--- src/rtl/mci_pkg.sv ---
`timescale 1ns/1ps
package mci_pkg;

  typedef enum logic [2:0] {
    MC_NORMAL = 3'd0,
    MC_SPARE1 = 3'd1,
    MC_PREALL = 3'd2,
    MC_LMR    = 3'd3,
    MC_REF    = 3'd4,
    MC_EXTLMR = 3'd5,
    MC_SPARE6 = 3'd6,
    MC_SPARE7 = 3'd7
  } mode_e;

  typedef enum logic [1:0] {
    ACT_NONE = 2'd0,
    ACT_FWD  = 2'd1,
    ACT_CMD  = 2'd2
  } act_e;

  typedef enum logic [1:0] {
    S_IDLE  = 2'd0,
    S_ISSUE = 2'd1,
    S_WAIT  = 2'd2,
    S_ACK   = 2'd3
  } seq_e;

  typedef struct packed {
    logic cs_n;
    logic ras_n;
    logic cas_n;
    logic we_n;
  } pins_t;

  localparam pins_t PINS_DESEL  = 4'b1111;
  localparam pins_t PINS_PREALL = 4'b0010;
  localparam pins_t PINS_REF    = 4'b0001;
  localparam pins_t PINS_LMR    = 4'b0000;

  localparam logic [1:0] CSEL_MODE = 2'd0;
  localparam logic [1:0] CSEL_ARG  = 2'd1;
  localparam logic [1:0] CSEL_GAP  = 2'd2;

endpackage

--- src/rtl/mci_regs.sv ---
`timescale 1ns/1ps
module mci_regs
  import mci_pkg::*;
#(
  parameter int SA_W    = 13,
  parameter int GAP_W   = 8,
  parameter int GAP_RST = 2
) (
  input  logic             clk,
  input  logic             rst_n,
  input  logic             cfg_we,
  input  logic [1:0]       cfg_sel,
  input  logic [SA_W-1:0]  cfg_wdata,
  output mode_e            mode_q,
  output logic [SA_W-1:0]  arg_q,
  output logic [GAP_W-1:0] gap_q
);

  localparam int MODE_W = $bits(mode_e);

  logic wr_mode, wr_arg, wr_gap;

  assign wr_mode = cfg_we && (cfg_sel == CSEL_MODE);
  assign wr_arg  = cfg_we && (cfg_sel == CSEL_ARG);
  assign wr_gap  = cfg_we && (cfg_sel == CSEL_GAP);

  always_ff @(posedge clk or negedge rst_n) begin
    if (!rst_n) begin
      mode_q <= MC_NORMAL;
    end else if (wr_mode) begin
      mode_q <= mode_e'(cfg_wdata[MODE_W-1:0]);
    end
  end

  always_ff @(posedge clk or negedge rst_n) begin
    if (!rst_n) begin
      arg_q <= '0;
    end else if (wr_arg) begin
      arg_q <= cfg_wdata;
    end
  end

  always_ff @(posedge clk or negedge rst_n) begin
    if (!rst_n) begin
      gap_q <= GAP_W'(GAP_RST);
    end else if (wr_gap) begin
      gap_q <= cfg_wdata[GAP_W-1:0];
    end
  end

endmodule

--- src/rtl/mci_decode.sv ---
`timescale 1ns/1ps
module mci_decode
  import mci_pkg::*;
#(
  parameter int              HA_W      = 32,
  parameter logic [HA_W-1:0] BASE      = 32'h2000_0000,
  parameter int              WIN_BITS  = 28,
  parameter int              BYTE_BITS = 1,
  parameter int              COL_BITS  = 9,
  parameter int              ROW_BITS  = 12,
  parameter int              BA_W      = 2,
  parameter int              SA_W      = 13,
  parameter int              A10_BIT   = 10
) (
  input  logic [HA_W-1:0] h_addr,
  input  mode_e           mode,
  input  logic [SA_W-1:0] arg,
  output logic            in_win,
  output act_e            act,
  output pins_t           pins,
  output logic [BA_W-1:0] ba,
  output logic [SA_W-1:0] sa
);

  localparam int              BA_LSB  = BYTE_BITS + COL_BITS + ROW_BITS;
  localparam logic [HA_W:0]   WIN_END = {1'b0, BASE} + ((HA_W+1)'(1) << WIN_BITS);
  localparam logic [SA_W-1:0] SA_PRE  = SA_W'(1) << A10_BIT;

  function automatic logic f_in_window(input logic [HA_W-1:0] a);
    return (a >= BASE) && ({1'b0, a} < WIN_END);
  endfunction

  function automatic logic [BA_W-1:0] f_bank(input logic [HA_W-1:0] a);
    return BA_W'((a - BASE) >> BA_LSB);
  endfunction

  function automatic logic f_is_cmd(input mode_e m);
    return (m == MC_PREALL) || (m == MC_LMR) || (m == MC_REF) || (m == MC_EXTLMR);
  endfunction

  assign in_win = f_in_window(h_addr);

  always_comb begin
    if (!in_win)             act = ACT_NONE;
    else if (f_is_cmd(mode)) act = ACT_CMD;
    else                     act = ACT_FWD;
  end

  always_comb begin
    pins = PINS_DESEL;
    ba   = '0;
    sa   = '0;
    unique case (mode)
      MC_PREALL: begin
        pins = PINS_PREALL;
        sa   = SA_PRE;
      end
      MC_REF: begin
        pins = PINS_REF;
      end
      MC_LMR, MC_EXTLMR: begin
        pins = PINS_LMR;
        ba   = f_bank(h_addr);
        sa   = arg;
      end
      default: begin
        pins = PINS_DESEL;
      end
    endcase
  end

endmodule

--- src/rtl/mci_seq.sv ---
`timescale 1ns/1ps
module mci_seq
  import mci_pkg::*;
#(
  parameter int BA_W  = 2,
  parameter int SA_W  = 13,
  parameter int GAP_W = 8
) (
  input  logic             clk,
  input  logic             rst_n,
  input  logic             h_req,
  input  act_e             act,
  input  pins_t            pins,
  input  logic [BA_W-1:0]  ba,
  input  logic [SA_W-1:0]  sa,
  input  logic [GAP_W-1:0] gap,
  output logic             accept_evt,
  output logic             h_ready,
  output logic             h_ack,
  output logic             data_fwd,
  output pins_t            pins_q,
  output logic [BA_W-1:0]  ba_q,
  output logic [SA_W-1:0]  sa_q
);

  seq_e             state;
  logic [GAP_W-1:0] cnt;
  logic             take_cmd;

  assign h_ready    = (state == S_IDLE);
  assign h_ack      = (state == S_ACK);
  assign accept_evt = h_req && h_ready;
  assign take_cmd   = accept_evt && (act == ACT_CMD);

  always_ff @(posedge clk or negedge rst_n) begin
    if (!rst_n) begin
      state <= S_IDLE;
      cnt   <= '0;
    end else begin
      unique case (state)
        S_IDLE: begin
          if (accept_evt) state <= take_cmd ? S_ISSUE : S_ACK;
        end
        S_ISSUE: begin
          if (gap == '0) begin
            state <= S_ACK;
          end else begin
            state <= S_WAIT;
            cnt   <= gap;
          end
        end
        S_WAIT: begin
          if (cnt == GAP_W'(1)) state <= S_ACK;
          cnt <= cnt - GAP_W'(1);
        end
        S_ACK: begin
          state <= S_IDLE;
        end
        default: state <= S_IDLE;
      endcase
    end
  end

  always_ff @(posedge clk or negedge rst_n) begin
    if (!rst_n) begin
      pins_q   <= PINS_DESEL;
      ba_q     <= '0;
      sa_q     <= '0;
      data_fwd <= 1'b0;
    end else begin
      pins_q   <= take_cmd ? pins : PINS_DESEL;
      ba_q     <= take_cmd ? ba   : '0;
      sa_q     <= take_cmd ? sa   : '0;
      data_fwd <= accept_evt && (act == ACT_FWD);
    end
  end

endmodule

--- src/rtl/mcmd_issuer.sv ---
`timescale 1ns/1ps
module mcmd_issuer
  import mci_pkg::*;
#(
  parameter int              HA_W      = 32,
  parameter logic [HA_W-1:0] BASE      = 32'h2000_0000,
  parameter int              WIN_BITS  = 28,
  parameter int              BYTE_BITS = 1,
  parameter int              COL_BITS  = 9,
  parameter int              ROW_BITS  = 12,
  parameter int              BA_W      = 2,
  parameter int              SA_W      = 13,
  parameter int              A10_BIT   = 10,
  parameter int              GAP_W     = 8,
  parameter int              GAP_RST   = 2
) (
  input  logic            clk,
  input  logic            rst_n,
  input  logic            cfg_we,
  input  logic [1:0]      cfg_sel,
  input  logic [SA_W-1:0] cfg_wdata,
  input  logic            h_req,
  input  logic [HA_W-1:0] h_addr,
  output logic            h_ready,
  output logic            h_ack,
  output logic            data_fwd,
  output logic            sd_cs_n,
  output logic            sd_ras_n,
  output logic            sd_cas_n,
  output logic            sd_we_n,
  output logic [BA_W-1:0] sd_ba,
  output logic [SA_W-1:0] sd_a
);

  mode_e            mode_q;
  logic [SA_W-1:0]  arg_q;
  logic [GAP_W-1:0] gap_q;
  logic             in_win;
  act_e             act;
  pins_t            pins_d, pins_q;
  logic [BA_W-1:0]  ba_d;
  logic [SA_W-1:0]  sa_d;
  logic             accept_evt;

  mci_regs #(.SA_W(SA_W), .GAP_W(GAP_W), .GAP_RST(GAP_RST)) u_regs (
    .clk       (clk),
    .rst_n     (rst_n),
    .cfg_we    (cfg_we),
    .cfg_sel   (cfg_sel),
    .cfg_wdata (cfg_wdata),
    .mode_q    (mode_q),
    .arg_q     (arg_q),
    .gap_q     (gap_q)
  );

  mci_decode #(
    .HA_W(HA_W), .BASE(BASE), .WIN_BITS(WIN_BITS), .BYTE_BITS(BYTE_BITS),
    .COL_BITS(COL_BITS), .ROW_BITS(ROW_BITS), .BA_W(BA_W), .SA_W(SA_W),
    .A10_BIT(A10_BIT)
  ) u_dec (
    .h_addr (h_addr),
    .mode   (mode_q),
    .arg    (arg_q),
    .in_win (in_win),
    .act    (act),
    .pins   (pins_d),
    .ba     (ba_d),
    .sa     (sa_d)
  );

  mci_seq #(.BA_W(BA_W), .SA_W(SA_W), .GAP_W(GAP_W)) u_seq (
    .clk        (clk),
    .rst_n      (rst_n),
    .h_req      (h_req),
    .act        (act),
    .pins       (pins_d),
    .ba         (ba_d),
    .sa         (sa_d),
    .gap        (gap_q),
    .accept_evt (accept_evt),
    .h_ready    (h_ready),
    .h_ack      (h_ack),
    .data_fwd   (data_fwd),
    .pins_q     (pins_q),
    .ba_q       (sd_ba),
    .sa_q       (sd_a)
  );

  assign sd_cs_n  = pins_q.cs_n;
  assign sd_ras_n = pins_q.ras_n;
  assign sd_cas_n = pins_q.cas_n;
  assign sd_we_n  = pins_q.we_n;

endmodule

--- config.mk ---
export PLATFORM = sky130hd
export DESIGN_NAME = mcmd_issuer
export DESIGN_NICKNAME = d
export VERILOG_FILES = /design/src/rtl/mci_pkg.sv /design/src/rtl/mci_regs.sv /design/src/rtl/mci_decode.sv /design/src/rtl/mci_seq.sv /design/src/rtl/mcmd_issuer.sv
export SDC_FILE = /design/constraint.sdc
export NUM_CORES = 1
export LEC_CHECK = 0
export ABC_AREA = 1
export BUFFER_PORTS_ARGS = -buffer_cell sky130_fd_sc_hd__buf_2
export CAP_MARGIN = 15
export CELL_PAD_IN_SITES_DETAIL_PLACEMENT = 2
export CELL_PAD_IN_SITES_GLOBAL_PLACEMENT = 2
export CORE_ASPECT_RATIO = 0.9
export CORE_MARGIN = 2
export CORE_UTILIZATION = 29
export DETAILED_ROUTE_END_ITERATION = 10
export PLACE_DENSITY = 0.88
export SETUP_SLACK_MARGIN = 0.4
export SLEW_MARGIN = 20
export SYNTH_ARGS = -nofsm -noshare
export SYNTH_HDL_FRONTEND = slang
export SYNTH_SLANG_ARGS = --single-unit
--- constraint.sdc ---
create_clock -name clk -period 1.7 [get_ports clk]
set_clock_uncertainty 0.15 [all_clocks]
set_input_delay 0.17 -clock clk [delete_from_list [all_inputs] [get_ports clk]]
set_output_delay 0.17 -clock clk [all_outputs]
set_load 0.01 [all_outputs]
==> results.md, run 1 <==
- Status: completed
- Critical path capture point type: flip-flop
- Residual DRC: 0
- Fraction of layout cells with a size suffix above 1: ~37%
- Total CTS buffers: 5
- Met3 Routed Length: about 250 µm
- Placer congestion estimate: between 0.7 and 0.8
- Final min period: about 1600 ps
- Initial antenna violation count: 0
- Final worst path period share: between 90% and 100%
- Die area: about 9000 µm²
- Setup crit start: u_seq.state[1]$_DFFE_PN0P_
- Cell area after layout: 3390 µm²
- Cells after Synth: 284
- Die Y: approximately 90 µm
- Routed wl met2: roughly 4700 µm
- CTS root buffer: clkbuf_8
- 1st-iter DRT viols: 49
- Register area share after synthesis: about 56%
- Compound-Gate Fraction of Synth Area: 6.79%
- Relative slew slack: 56.5%
- Commonest non-fill, non-tap cells in the layout: 83 x nand2_1, 47 x dfrtp_1, 41 x buf_2
- Syn Nets: 341
- Main combinational cell family by area after synthesis: simple AND/OR/NAND/NOR gates
- Synth Register Bits: 53
- Largest net degree at the start of global routing: 54
- Post-synth EDFFs: 0
- Xor/xnor share of the synthesized area: less than 1%
- WHS: about 19 ps
- Fmax achieved: 0.627 GHz
- Pwr Total: roughly 0.0049 W
- TritonCTS sink count: between 50 and 60
- Antenna diodes: 0
- Drt pass-1 iters: 4
- Routed via count: ~2.2k
- # nets final: 421
- Hold Path Class: in -> reg
- Starting density of the core: roughly 30%
- CTS tree: yes
- Simple-gate share of the synthesized area: between 20% and 30%
- Hold_sp: cfg_wdata[2]
- CORE AREA: around 8000 µm²
- Reg2reg start: u_seq.state[1]$_DFFE_PN0P_
- Syn_area_per_cell: about 8.4 µm²
- Final hold violation count: 0
- HPWL Detailed: approximately 4700 µm
- Synth warn: 0
- First-pass GRT wire length: around 13000 µm
- Multi-input gate area: 1110 µm²
- Remaining Overflow, GRT: 0
- Post-Route WL: 8520 µm
- Setup violations, final: 0
- VDD IR max: roughly 0.00052 V
- Most common cell after layout, fill and taps aside: nand2_1
- Post-DP Area: around 2800 µm²
- Met1 WL: around 3300 µm
- H-Tree Depth: 2
- Later-pin clock latency in the skew report: 320 ps
- Synth Flop Type: dfrtp_1
- Avg WL per Cell: between 15 and 20 µm
- Synth unique cells: 22
- Kind of critical path: reg -> reg
- Vias per cell: 4.81
- Highest Signal Layer: met4
- Clock buffer depth: 2
- PortBufs: 46
- CP startpoint kind: flip-flop
- Critical Path RT: approximately 1800 ps
- RSZ-0062 raised after global routing: yes
- Synth async-reset ratio: 100%
- Adder-Cell Fraction of Synth Area: around 3.1%
- CP max FO: 5
- Max-cap violations: 0
- Post-synthesis mux area share: around 1.9%
- Clock-pin transition on the worst setup and hold timing paths: 110 ps
- Final core occ: roughly 42%
- Num rows: 31
- Area growth syn-to-layout: 41.6%
- IO Pins: 73
- Final cell count without fillers: about 460
- Total track usage: 19.2%
- Placed Instances: 427
- DRT antenna net count: 0
- Worst EP arrival: roughly 1700 ps
- Slew Limit Fails: 0
- Syn Std Cell Area: roughly 2400 µm²
- Die width: 99.8 µm
- Static leakage: ~1.7 nW
- Worst Tran Pin Value: ~650 ps
- Register Area: around 1300 µm²
- Layout filler cell count: 875
- Power per cell area: between 1000 and 1500 nW/µm²
- Vias in the first global route: 2562
==> cell usage after synthesis, types with 3 or more instances <==
cell / count / area share (%)
mux2_2: 4 / 1.9
ha_1: 6 / 3.1
nor2_1: 37 / 5.8
o21ai_0: 28 / 5.8
nor2_2: 11 / 2.9
inv_1: 28 / 4.4
nand3_1: 12 / 2.5
dfstp_2: 4 / 4.4
buf_2: 3 / 0.63
dfrtp_1: 49 / 51
nand2_1: 88 / 14
==> final timing paths <==
check | end | slack [ps] | cells past startpoint
max in group asynchronous | u_seq.pins_q[3]$_DFF_PN1_ | 880 | 3
worst max-delay path | u_seq.cnt[7]$_DFFE_PN0P_ | 110 | 8
worst min register to register | u_regs.arg_q[1]$_DFFE_PN0P_ | 370 | 2
worst min-delay path | u_regs.arg_q[2]$_DFFE_PN0P_ | 20 | 3
worst max register to register | u_seq.cnt[7]$_DFFE_PN0P_ | 110 | 8
min in group asynchronous | u_regs.gap_q[7]$_DFFE_PN0P_ | 200 | 3
==> registers in the layout, indices dropped and copies added (netlist names) <==
register        count
u_seq.ba_q          2
u_seq.data_fwd      1
u_regs.gap_q        8
u_seq.state         2
u_regs.arg_q       13
u_seq.cnt           8
u_seq.pins_q        3
u_seq.sa_q         13
u_regs.mode_q       3
==> cell type report <==
| cell class | count | share of cell area [%] |
|---|---|---|
| clock buffer | 6 | 2.43 |
| multi-input combinational | 194 | 32.8 |
| sequential | 53 | 39.3 |
| timing repair buffer | 81 | 17.7 |
| clock inverter | 2 | 0.516 |
| tap | 99 | 3.65 |
| inverter | 29 | 3.65 |
==> critical path, cell delays in order (launching register included) <==
cell and delay [ps]:
dfrtp_1 420, inv_2 130, ha_4 180, nand2_4 70, buf_6 130, o21bai_4 220
nor2_1 70, nand2_1 70, nand2_1 50
==> cells by family (layout without fill, tap and decap cells) <==
kind of cell,after synthesis,after routing
muxes,4,4
buffers and inverters,37,118
xor gates and xnor gates,1,1
DFF,53,53
AOI/OAI and AO/OA,32,32
adders and majority gates,6,6
and+or+nand+nor,151,151
==> routing by layer <==
metal  global-route usage, %  vias to the layer above
met2                    36.8                       50
met4                    5.02                        0
met3                    2.72                       19
li1                        -                     1038
met5                       0                        -
met1                    22.1                     1126
==> per-stage QoR <==
| stage | setup slack, ps | TNS, ps |
|---|---|---|
| after global placement | 149 | 0 |
| final | 105 | 0 |
| after global routing | -1.29 | -1.29 |
| after floorplan | 278 | 0 |
| after detailed placement | 59.1 | 0 |
| after CTS | 140 | 0 |
==> where the power goes <==
part / total [W] / internal (W) / switching [W]
Sequential: 0.00173 / 0.00148 / 0.000254
Clock: 0.000823 / 0.000340 / 0.000483
Combinational: 0.00234 / 0.00101 / 0.00134
Total: 0.00490 / 0.00283 / 0.00207
==> repair_timing <==
item	in CTS	in global routing
endpoints found under the setup margin	32	38
resized for setup	15	57
pin swaps	3	12
cloned	2	0
endpoints found under the hold margin	69	0
buffers inserted	7	7
hold buffers	13	0
No activity file was read; power rests on OpenSTA's default activity.
==> run 2: changes to the inputs <==
Settings changed: CORE_UTILIZATION 29 to 30, SYNTH_HIERARCHICAL set to 1.
==> run 2 against run 1 <==
The flow now finishes with violations (setup timing); critical endpoint is now u_seq/sa_q[11]$_DFF_PN0_; sequential share of layout area down 2.8 points; worst hold slack better by 7.6 ps; critical path depth unchanged; final cell count up 18%; design area up 10%; setup slack worse by 140 ps.
==> results.md, run 2 <==
- Max-cap violations: 0 (unchanged)
- Area growth syn-to-layout: 30.4%
- Reg2reg start: u_seq/state[1]$_DFFE_PN0P_
- Avg WL per Cell: 17.9 µm (-2.6%)
- Fmax achieved: 0.575 GHz (-8.3%)
- Synth warn: 6 (+6)
- HPWL Detailed: 5840 µm (+24%)
- TritonCTS sink count: 54 (+1.9%)
- Relative slew slack: 68.3% (+12 points)
- Critical path capture point type: flip-flop
- Drt pass-1 iters: 4 (unchanged)
- CP startpoint kind: flip-flop
- Layout filler cell count: 1020 (+17%)
- Largest net degree at the start of global routing: 55 (+1.9%)
- PortBufs: 46 (unchanged)
- Total CTS buffers: 5 (unchanged)
- Routed via count: 2572 (+15%)
- Final worst path period share: 102% (+8.5 points)
- RSZ-0062 raised after global routing: yes
- Status: finished, violations left
- 1st-iter DRT viols: 64 (+31%)
- Die Y: 96.7 µm (+7.1%)
- Power per cell area: 1340 nW/µm² (-7.0%)
- Clock buffer depth: 2 (unchanged)
- Syn_area_per_cell: 8.20 µm² (-2.8%)
- R2R cell count: 8 (unchanged)
- Setup TNS: -83.0 ps (-83.0 ps)
- Most common cell after layout, fill and taps aside: nand2_1
- Syn Nets: 407 (+19%)
- Static leakage: 1.87 nW (+12%)
- Later-pin clock latency in the skew report: 310 ps (about the same)
- Worst Tran Pin Value: 475 ps (-176 ps)
- Fraction of layout cells with a size suffix above 1: 36.2% (-0.84 points)
- Failing checks: setup timing
- Vias in the first global route: 2884 (+13%)
- First-pass GRT wire length: 14600 µm (+8.1%)
- Remaining Overflow, GRT: 0 (unchanged)
- Critical Path RT: 1790 ps (+20 ps)
- Final setup margin: -38.6 ps (-144 ps)
- Worst EP arrival: 1830 ps (+160 ps)
- Final hold violation count: 0 (unchanged)
- Hold path endpoint: u_regs/gap_q[5]$_DFFE_PN0P_
- Flop2flop setup slack: -40 ps (-140 ps)
- Cell area after layout: 3730 µm² (+10%)
- Syn Std Cell Area: 2860 µm² (+19%)
- CTS tree: yes
- FF-to-FF End: u_seq/sa_q[11]$_DFF_PN0_
- CTS root buffer: clkbuf_8
- Kind of critical path: reg -> reg
- Hold_sp: cfg_wdata[5]
- Starting density of the core: 31.1% (+1.2 points)
- Final min period: 1740 ps (+144 ps)
- Residual DRC: 0 (unchanged)
- Placer congestion estimate: 0.759 (+1.8%)
- H-Tree Depth: 2 (unchanged)
- Crit-path cells: inv_2 > buf_6 > ha_4 > nand2_1 > nor2_4 > inv_4 > buf_12 > nor2_1
- VDD IR max: 0.000412 V (-21%)
- Regs by FF count: u_regs/arg_q x13, u_seq/sa_q x13
- Die area: 10300 µm² (+15%)
- Commonest non-fill, non-tap cells in the layout: 90 x nand2_1, 45 x dfrtp_1, 41 x buf_2
- Max incr delay on CP: 450 ps (+30 ps)
- Antenna diodes: 0 (unchanged)
- CORE AREA: 9210 µm² (+15%)
- CP max FO: 10 (+5)
- # nets final: 483 (+15%)
- Slew Limit Fails: 0 (unchanged)
- Post-Route WL: 9790 µm (+15%)
- Crit-path slowest cell: dfrtp_1
- Vias per cell: 4.69 (-2.5%)
- IO Pins: 73 (unchanged)
- Die width: 107 µm (+7.1%)
- Cells after Synth: 349 (+23%)
- Post-DP Area: 3210 µm² (+15%)
- Num rows: 33 (+6.5%)
- Worst Hold Path Cells: 3 (unchanged)
- DRT antenna net count: 0 (unchanged)
- Hold Path Class: in -> reg
- Setup violations, final: 4 (+4)
- Total track usage: 17.9% (-1.3 points)
- Initial antenna violation count: 0 (unchanged)
- Clock-pin transition on the worst setup and hold timing paths: 100 ps (about the same)
run 2: through the flow:
| stage | setup slack, ps | power, W | cells | utilization, % | hold WS, ps |
|---|---|---|---|---|---|
| after CTS | 85.7 | 0.00462 | 540 | 38.6 | 4.14 |
| final | -38.6 | 0.00502 | 548 | 40.5 | 26.2 |
| after floorplan | 237 | 0.00310 | 349 | - | -276 |
| after global placement | 71.6 | 0.00347 | 511 | 34.9 | 41.5 |
| after detailed placement | -21.0 | 0.00363 | 511 | 34.9 | 43.9 |
| after global routing | -86.1 | 0.00541 | 548 | 40.5 | 24.9 |
run 2: metal layers:
layer  GRT usage (%)  wire, µm  part of all wire (%)  vias up
li1                -         -                     -     1224
met1            21.0      3930                    40     1291
met2            34.1      5470                    56       40
met3            2.76       177                   1.8       17
met4            3.50       220                   2.2        0
met5               0         0                     0        -
run 2: what timing repair did:
action	4_1_cts	5_1_grt
pin swaps	5	13
endpoints found under the setup margin	32	36
hold buffers	13	1
hold endpoints to repair	68	1
resized for setup	17	30
gates cloned	0	1
buffers inserted	8	6
run 2: power breakdown:
group	switching, W	internal [W]	total, W
clock	0.000444	0.000293	0.000736
sequential	0.000227	0.00151	0.00173
combinational	0.00153	0.00102	0.00255
total	0.00220	0.00282	0.00502
run 2: how the worst max path moves through the flow:
stage	startpoint	endpoint	slack, ps	cells past startpoint
global route	u_seq/state[1]$_DFFE_PN0P_	u_seq/cnt[5]$_DFFE_PN0P_	-90	10
floorplan	u_seq/state[1]$_DFFE_PN0P_	u_seq/cnt[2]$_DFFE_PN0P_	240	10
detailed placement	u_regs/mode_q[1]$_DFFE_PN0P_	u_seq/sa_q[3]$_DFF_PN0_	-20	10
CTS	u_seq/state[1]$_DFFE_PN0P_	u_seq/cnt[1]$_DFFE_PN0P_	90	10
global placement	u_regs/mode_q[1]$_DFFE_PN0P_	u_seq/sa_q[3]$_DFF_PN0_	70	10
finish	u_seq/state[1]$_DFFE_PN0P_	u_seq/sa_q[11]$_DFF_PN0_	-40	8
run 2: worst max-delay path: cells and delay by family (launching register included):
| kind | cells | cell delay, ps |
|---|---|---|
| flip-flops | 1 | 450 |
| AND/OR/NAND/NOR | 3 | 410 |
| buffers and inverters | 4 | 520 |
| adder cells (fa/ha/maj) | 1 | 140 |
run 2: final cells by class:
cell class / instances / area, µm² / area share (%)
Timing Repair Buffer: 81 / 599 / 16.1
Clock inverter: 2 / 13.8 / 0.369
Multi-Input combinational cell: 228 / 1320 / 35.3
Inverter: 55 / 214 / 5.73
Tap cell: 122 / 153 / 4.09
Clock buffer: 6 / 72.6 / 1.94
Sequential cell: 54 / 1360 / 36.5
